## config.mk

```make
export PLATFORM = sky130hd
export DESIGN_NAME = deferred_err_status
export DESIGN_NICKNAME = d
export VERILOG_FILES = /design/src/rtl/des_pkg.sv /design/src/rtl/des_pack.sv /design/src/rtl/des_access.sv /design/src/rtl/des_store.sv /design/src/rtl/deferred_err_status.sv
export SDC_FILE = /design/constraint.sdc
export NUM_CORES = 1
export LEC_CHECK = 0
export ABC_AREA = 1
export BUFFER_PORTS_ARGS = -buffer_cell sky130_fd_sc_hd__buf_4
export CORE_UTILIZATION = 40
export CTS_CLUSTER_DIAMETER = 60
export DETAILED_ROUTE_END_ITERATION = 12
export GPL_TIMING_DRIVEN = 0
export PLACE_DENSITY_LB_ADDON = 0.25
export SLEW_MARGIN = 10
export SYNTH_ARGS = -nofsm -noshare
export SYNTH_HDL_FRONTEND = slang
export SYNTH_SLANG_ARGS = --single-unit
```

## constraint.sdc

```tcl
create_clock -name clk_i -period 0.8 [get_ports clk_i]
set_input_delay 0.04 -clock clk_i [delete_from_list [all_inputs] [get_ports clk_i]]
set_output_delay 0.04 -clock clk_i [all_outputs]
set_load 0.05 [all_outputs]
```

## src/rtl/des_pkg.sv

```systemverilog
package des_pkg;
  localparam int unsigned REG_W  = 32;
  localparam int unsigned FSC_W  = 6;
  localparam int unsigned ET_W   = 2;
  localparam int unsigned CODE_W = 6;

  typedef enum logic [1:0] {
    LVL_USR = 2'd0,
    LVL_KRN = 2'd1,
    LVL_HYP = 2'd2,
    LVL_TOP = 2'd3
  } lvl_e;

  typedef enum logic [2:0] {
    OUT_UNDEF  = 3'd0,
    OUT_TRAP   = 3'd1,
    OUT_VIRT   = 3'd2,
    OUT_RAZ    = 3'd3,
    OUT_DIRECT = 3'd4
  } outc_e;

  typedef struct packed {
    logic [ET_W-1:0]  err_type;
    logic             ext;
    logic [FSC_W-1:0] fsc;
  } synd_t;
endpackage

```

## src/rtl/des_pack.sv

```systemverilog
module des_pack
  import des_pkg::*;
#(
  parameter bit HAS_SYNC_SRC = 1'b1
) (
  input  logic [1:0]       lvl_i,
  input  logic             long_fmt_i,
  input  synd_t            synd_i,
  output logic [REG_W-1:0] word_o
);
  logic       a_bit;
  logic [1:0] layout;

  generate
    if (HAS_SYNC_SRC) begin : g_sync
      assign a_bit = 1'b1;
    end else begin : g_nosync
      assign a_bit = 1'b0;
    end
  endgenerate

  // 0: hypervisor, 1: short descriptor, 2: long descriptor
  always_comb begin
    if (lvl_i == LVL_HYP || lvl_i == LVL_TOP) layout = 2'd0;
    else if (!long_fmt_i)                     layout = 2'd1;
    else                                      layout = 2'd2;
  end

  always_comb begin
    unique case (layout)
      2'd0:    word_o = {a_bit, 19'b0, synd_i.err_type, synd_i.ext, 3'b0, synd_i.fsc};
      2'd1:    word_o = {a_bit, 15'b0, synd_i.err_type, 1'b0, synd_i.ext, 1'b0,
                         synd_i.fsc[4], 1'b0, 5'b0, synd_i.fsc[3:0]};
      default: word_o = {a_bit, 15'b0, synd_i.err_type, 1'b0, synd_i.ext, 2'b0,
                         1'b1, 3'b0, synd_i.fsc};
    endcase
  end
endmodule

```

## src/rtl/des_access.sv

```systemverilog
module des_access
  import des_pkg::*;
#(
  parameter logic [CODE_W-1:0] TRAP_CODE = 6'h03
) (
  input  logic              clk_i,
  input  logic              rst_ni,
  input  logic              req_valid_i,
  input  logic              req_write_i,
  input  logic [1:0]        req_lvl_i,
  input  logic              hyp_trap_en_i,
  input  logic              abort_route_i,
  input  logic              ea_route_i,
  input  logic              halted_i,
  input  logic [REG_W-1:0]  phys_q_i,
  input  logic [REG_W-1:0]  virt_q_i,
  output logic              wr_phys_o,
  output logic              wr_virt_o,
  output logic              rd_valid_o,
  output logic [REG_W-1:0]  rd_data_o,
  output logic              trap_o,
  output logic [CODE_W-1:0] trap_code_o,
  output logic              undef_o
);
  outc_e            outc;
  logic             raz_cond;
  logic             is_rd;
  logic [REG_W-1:0] rd_mux;
  logic             rd_valid_q, trap_q, undef_q;
  logic [REG_W-1:0] rd_data_q;

  assign raz_cond = ea_route_i && !halted_i;

  always_comb begin
    unique case (lvl_e'(req_lvl_i))
      LVL_USR: outc = OUT_UNDEF;
      LVL_KRN: begin
        if (hyp_trap_en_i)      outc = OUT_TRAP;
        else if (abort_route_i) outc = OUT_VIRT;
        else if (raz_cond)      outc = OUT_RAZ;
        else                    outc = OUT_DIRECT;
      end
      LVL_HYP: outc = raz_cond ? OUT_RAZ : OUT_DIRECT;
      default: outc = OUT_DIRECT;
    endcase
  end

  assign wr_phys_o = req_valid_i && req_write_i && (outc == OUT_DIRECT);
  assign wr_virt_o = req_valid_i && req_write_i && (outc == OUT_VIRT);
  assign is_rd = req_valid_i && !req_write_i &&
                 (outc == OUT_DIRECT || outc == OUT_VIRT || outc == OUT_RAZ);

  always_comb begin
    unique case (outc)
      OUT_DIRECT: rd_mux = phys_q_i;
      OUT_VIRT:   rd_mux = virt_q_i;
      default:    rd_mux = '0;
    endcase
  end

  always_ff @(posedge clk_i or negedge rst_ni) begin
    if (!rst_ni) begin
      rd_valid_q <= 1'b0;
      rd_data_q  <= '0;
      trap_q     <= 1'b0;
      undef_q    <= 1'b0;
    end else begin
      rd_valid_q <= is_rd;
      rd_data_q  <= is_rd ? rd_mux : '0;
      trap_q     <= req_valid_i && (outc == OUT_TRAP);
      undef_q    <= req_valid_i && (outc == OUT_UNDEF);
    end
  end

  assign rd_valid_o  = rd_valid_q;
  assign rd_data_o   = rd_data_q;
  assign trap_o      = trap_q;
  assign trap_code_o = trap_q ? TRAP_CODE : '0;
  assign undef_o     = undef_q;
endmodule

```

## src/rtl/des_store.sv

```systemverilog
module des_store
  import des_pkg::*;
(
  input  logic             clk_i,
  input  logic             rst_ni,
  input  logic             cap_en_i,
  input  logic [REG_W-1:0] cap_word_i,
  input  logic             wr_phys_i,
  input  logic             wr_virt_i,
  input  logic [REG_W-1:0] wdata_i,
  output logic [REG_W-1:0] phys_q_o,
  output logic [REG_W-1:0] virt_q_o
);
  always_ff @(posedge clk_i or negedge rst_ni) begin
    if (!rst_ni)        phys_q_o <= '0;
    else if (cap_en_i)  phys_q_o <= cap_word_i;  // capture beats software write
    else if (wr_phys_i) phys_q_o <= wdata_i;
  end

  always_ff @(posedge clk_i or negedge rst_ni) begin
    if (!rst_ni)        virt_q_o <= '0;
    else if (wr_virt_i) virt_q_o <= wdata_i;
  end
endmodule

```

## src/rtl/deferred_err_status.sv

```systemverilog
module deferred_err_status
  import des_pkg::*;
#(
  parameter bit                HAS_SYNC_SRC = 1'b1,
  parameter logic [CODE_W-1:0] TRAP_CODE    = 6'h03
) (
  input  logic               clk_i,
  input  logic               rst_ni,
  input  logic               cap_valid_i,
  input  logic [1:0]         cap_lvl_i,
  input  logic               cap_long_fmt_i,
  input  logic [ET_W-1:0]    cap_err_type_i,
  input  logic               cap_ext_i,
  input  logic [FSC_W-1:0]   cap_fsc_i,
  input  logic               req_valid_i,
  input  logic               req_write_i,
  input  logic [1:0]         req_lvl_i,
  input  logic [REG_W-1:0]   req_wdata_i,
  input  logic               hyp_trap_en_i,
  input  logic               abort_route_i,
  input  logic               ea_route_i,
  input  logic               halted_i,
  output logic               rd_valid_o,
  output logic [REG_W-1:0]   rd_data_o,
  output logic               trap_o,
  output logic [CODE_W-1:0]  trap_code_o,
  output logic               undef_o
);
  synd_t            synd;
  logic [REG_W-1:0] cap_word, phys_q, virt_q;
  logic             wr_phys, wr_virt;

  assign synd = '{err_type: cap_err_type_i, ext: cap_ext_i, fsc: cap_fsc_i};

  des_pack #(.HAS_SYNC_SRC(HAS_SYNC_SRC)) u_pack (
    .lvl_i      (cap_lvl_i),
    .long_fmt_i (cap_long_fmt_i),
    .synd_i     (synd),
    .word_o     (cap_word)
  );

  des_access #(.TRAP_CODE(TRAP_CODE)) u_access (
    .clk_i         (clk_i),
    .rst_ni        (rst_ni),
    .req_valid_i   (req_valid_i),
    .req_write_i   (req_write_i),
    .req_lvl_i     (req_lvl_i),
    .hyp_trap_en_i (hyp_trap_en_i),
    .abort_route_i (abort_route_i),
    .ea_route_i    (ea_route_i),
    .halted_i      (halted_i),
    .phys_q_i      (phys_q),
    .virt_q_i      (virt_q),
    .wr_phys_o     (wr_phys),
    .wr_virt_o     (wr_virt),
    .rd_valid_o    (rd_valid_o),
    .rd_data_o     (rd_data_o),
    .trap_o        (trap_o),
    .trap_code_o   (trap_code_o),
    .undef_o       (undef_o)
  );

  des_store u_store (
    .clk_i      (clk_i),
    .rst_ni     (rst_ni),
    .cap_en_i   (cap_valid_i),
    .cap_word_i (cap_word),
    .wr_phys_i  (wr_phys),
    .wr_virt_i  (wr_virt),
    .wdata_i    (req_wdata_i),
    .phys_q_o   (phys_q),
    .virt_q_o   (virt_q)
  );
endmodule

```

==> run metrics <==
run status=complete, but fails checks; failing checks=negative hold slack, negative setup slack; Critical Path RT=around 760 ps; WL met1=4.943 mm; vias per inst=around 5; stages on the worst setup path=2; Final Skew=approximately 10 ps; worst slew pin tran=~900 ps; RSZ-0062 raised after global routing=true; Inserted Diodes=0; TritonRoute pass-1 iters=5; Leak=0.003023 uW; H-Tree Depth=3; Finished Cell Area=around 6000 sq um; Crit Path Max Fanout=3; WL/cell=14.63 um; Period minus WS final=around 1100 ps; pwr dens=approximately 1700 nW/um^2; die height=roughly 100 um; Final period util=135.1%; Syn Std Cell Area=between 4000 and 5000 sq um; Hold Worst Slack=-242.0 ps; XOR/XNOR Fraction of Synth Area=0%; EDFF count, synth=0; CP endpoint kind=output pin; clk buf depth=2; DRT Wirelength=11.40 mm; Total Routing Usage GR=between 20% and 30%; routed vias=3924; NumNets Final=roughly 690; post-route ant nets=0; placed cell count=717; MaxCap Viol Count=0; Rel. slew slack=between 40% and 50%; Mapped Cells=slightly below 500; total power=10540 uW; Clock Power Share=between 20% and 30%; number of I/O port buffers=90; core area=10280 sq um; cells along the critical path=buf_6 -> buf_8; Netlist cell types=20; Compound-Gate Fraction of Synth Area=about a tenth; final hold viol count=between 90 and 100; post-synth top area share=between 50% and 60%; Worst setup SP type=register; Crit-path slowest cell=dfrtp_2; sw power=roughly 3000 uW; pin count of the biggest net entering global routing=100; sw frac=around 28%; Placed Area=5120 sq um; max layer used=met4; clock latency on the worst-skew pair=about 360 ps; synthesized-area fraction occupied by adder cells=0%; fraction of registers with async set/reset=100.0%; layout cell share with drive strength beyond 1=approximately a quarter; Critical Path AT=between 1000 and 1500 ps; P&R area growth vs syn=43.22%; Core Util, Final=58.66%; Worst path max stage delay=roughly 430 ps; top post-synthesis cells by area=dfrtp_1, nand2_1, a21oi_1, nand3_1, o21ai_0; syn_area_per_cell=about 8.6 sq um; Die Width=roughly 100 um; first-pass GRT wire length=around 19 mm; Rows=37; post-detail-place hpwl=approximately 7.3 mm; Flop pwr share=between 50% and 60%; peak supply drop=about 0.90 mV; post-synthesis mux area share=0%; die area=10940 sq um; met2 WL=between 5 and 6 mm; final setup fails=38; Num Clock Sinks=99; Yosys warning count=0; Seq/Total Area, Yosys=between 50% and 60%; IO Count=between 90 and 100; Post-synth top cells=nand2_1, dfrtp_1, a21oi_1; Starting DRT DRC Count=240; initial antenna violation count=0; CTS buffer count=9; Placer Congestion=0.8133; Fillers=919; vias in the first global route=between 3k and 4k; Tightest Hold Check Type=in2async; largest area contributor in the netlist=dfrtp_1; Placement Setup Slack=-466.5 ps; total congestion overflow=0; Setup CP Type=reg2out; Slew Limit Fails=0; FMAX=925.2 MHz; initial core utilization=40.95%; met3 WL=647 um; Reg2Reg Depth=2; combinational power share=~17%; DRC=0; simple-gate area share of the yosys netlist=~25%; clock root buffer=clkbuf_8; Top Family by Delay on Critical Path=flip-flops; Finished Layout Cells=approximately 780; top-count cell post-synth=nand2_1; Most used DFF post-synth=dfrtp_1; clock-pin slew on the worst setup and hold paths=~80 ps; setup ws final=-280.8 ps; main combinational cell family by area after synthesis=simple AND/OR/NAND/NOR gates; Seq cells post-synth=99; internal power=7593 uW; CTS tree=done; worst path bufs/invs=2
==> worst paths after layout <==
| path | startpoint | end | slack [ps] |
|---|---|---|---|
| worst max-delay path | u_access.trap_o$_DFF_PN0_ | trap_code_o[1] | -280 |
| worst min-delay path | rst_ni | u_access.rd_valid_o$_DFF_PN0_ | -240 |
| worst max register to register | u_store.virt_q_o[7]$_DFFE_PN0P_ | u_access.rd_data_o[7]$_DFF_PN0_ | 120 |
| worst min register to register | u_store.virt_q_o[26]$_DFFE_PN0P_ | u_store.virt_q_o[26]$_DFFE_PN0P_ | 510 |
| max in group asynchronous | rst_ni | u_access.trap_o$_DFF_PN0_ | 370 |
| min in group clk_i | cap_long_fmt_i | u_store.phys_q_o[10]$_DFFE_PN0P_ | 30 |
==> stage by stage <==
step | setup TNS [ps] | hold WS (ps)
detailed placement | -72460 | 238.2
CTS | -5955 | -190.5
finish | -5386 | -242.0
global route | -6641 | -144.2
floorplan | -296.4 | -255.6
global placement | -70980 | 227.4
==> layout make-up <==
type,instances,area [sq um],share of cell area [%]
clock buffer,12,165.2,2.740
buffer,38,287.8,4.774
clock inverter,3,21.27,0.3528
inverter,23,106.4,1.764
multi-input combinational,331,1529,25.36
timing repair buffer,137,1270,21.07
sequential,99,2479,41.12
tap,136,170.2,2.823
==> power by group through the flow <==
stage	Combinational, uW	Clock (uW)	Sequential (uW)
after floorplan	785	0	5820
after global placement	1450	0	5760
after detailed placement	1490	0	5780
after CTS	1680	3150	5680
after global routing	1960	3340	5740
final	1760	3090	5690
==> timing repair <==
action                                  in CTS  in global routing
resized for setup                           47                 50
hold buffers                                39                  1
endpoints found under the hold margin      156                101
gates cloned                                 0                  1
pin swaps                                    0                  5
endpoints found under the setup margin      74                122
buffers inserted                             0                  7
==> registers in the layout, indices dropped and copies added, names as in the netlist <==
| register | flops |
|---|---|
| u_access.rd_data_o | 32 |
| u_store.phys_q_o | 32 |
| u_store.virt_q_o | 32 |
| u_access.rd_valid_o | 1 |
| u_access.trap_o | 1 |
| u_access.undef_o | 1 |
==> cells by family (layout without fill, tap and decap cells) <==
kind of cell	count (synthesis)	after routing
DFF	99	99
other	1	4
and+or+nand+nor	247	247
AOI/OAI and AO/OA	80	80
buffers and inverters	61	213
==> per-layer routing <==
metal | global-route usage (%) | up-vias
met1 | 29.36 | 1888
met3 | 2.932 | 18
li1 | - | 1878
met2 | 36.23 | 140
met4 | 8.954 | 0
met5 | 0 | -
==> layout by cell type (no fill, tap or decap), drive strengths merged, types with 2 or more instances in the layout <==
cell / n
o21ai: 32
o22ai: 3
nand2: 167
or2: 2
clkbuf: 23
nand3: 38
dlygate4sd3: 39
a21oi: 45
inv: 24
nor2: 19
nand4: 20
dfrtp: 99
buf: 125
conb: 4
Power figures use the tool's default switching activity.
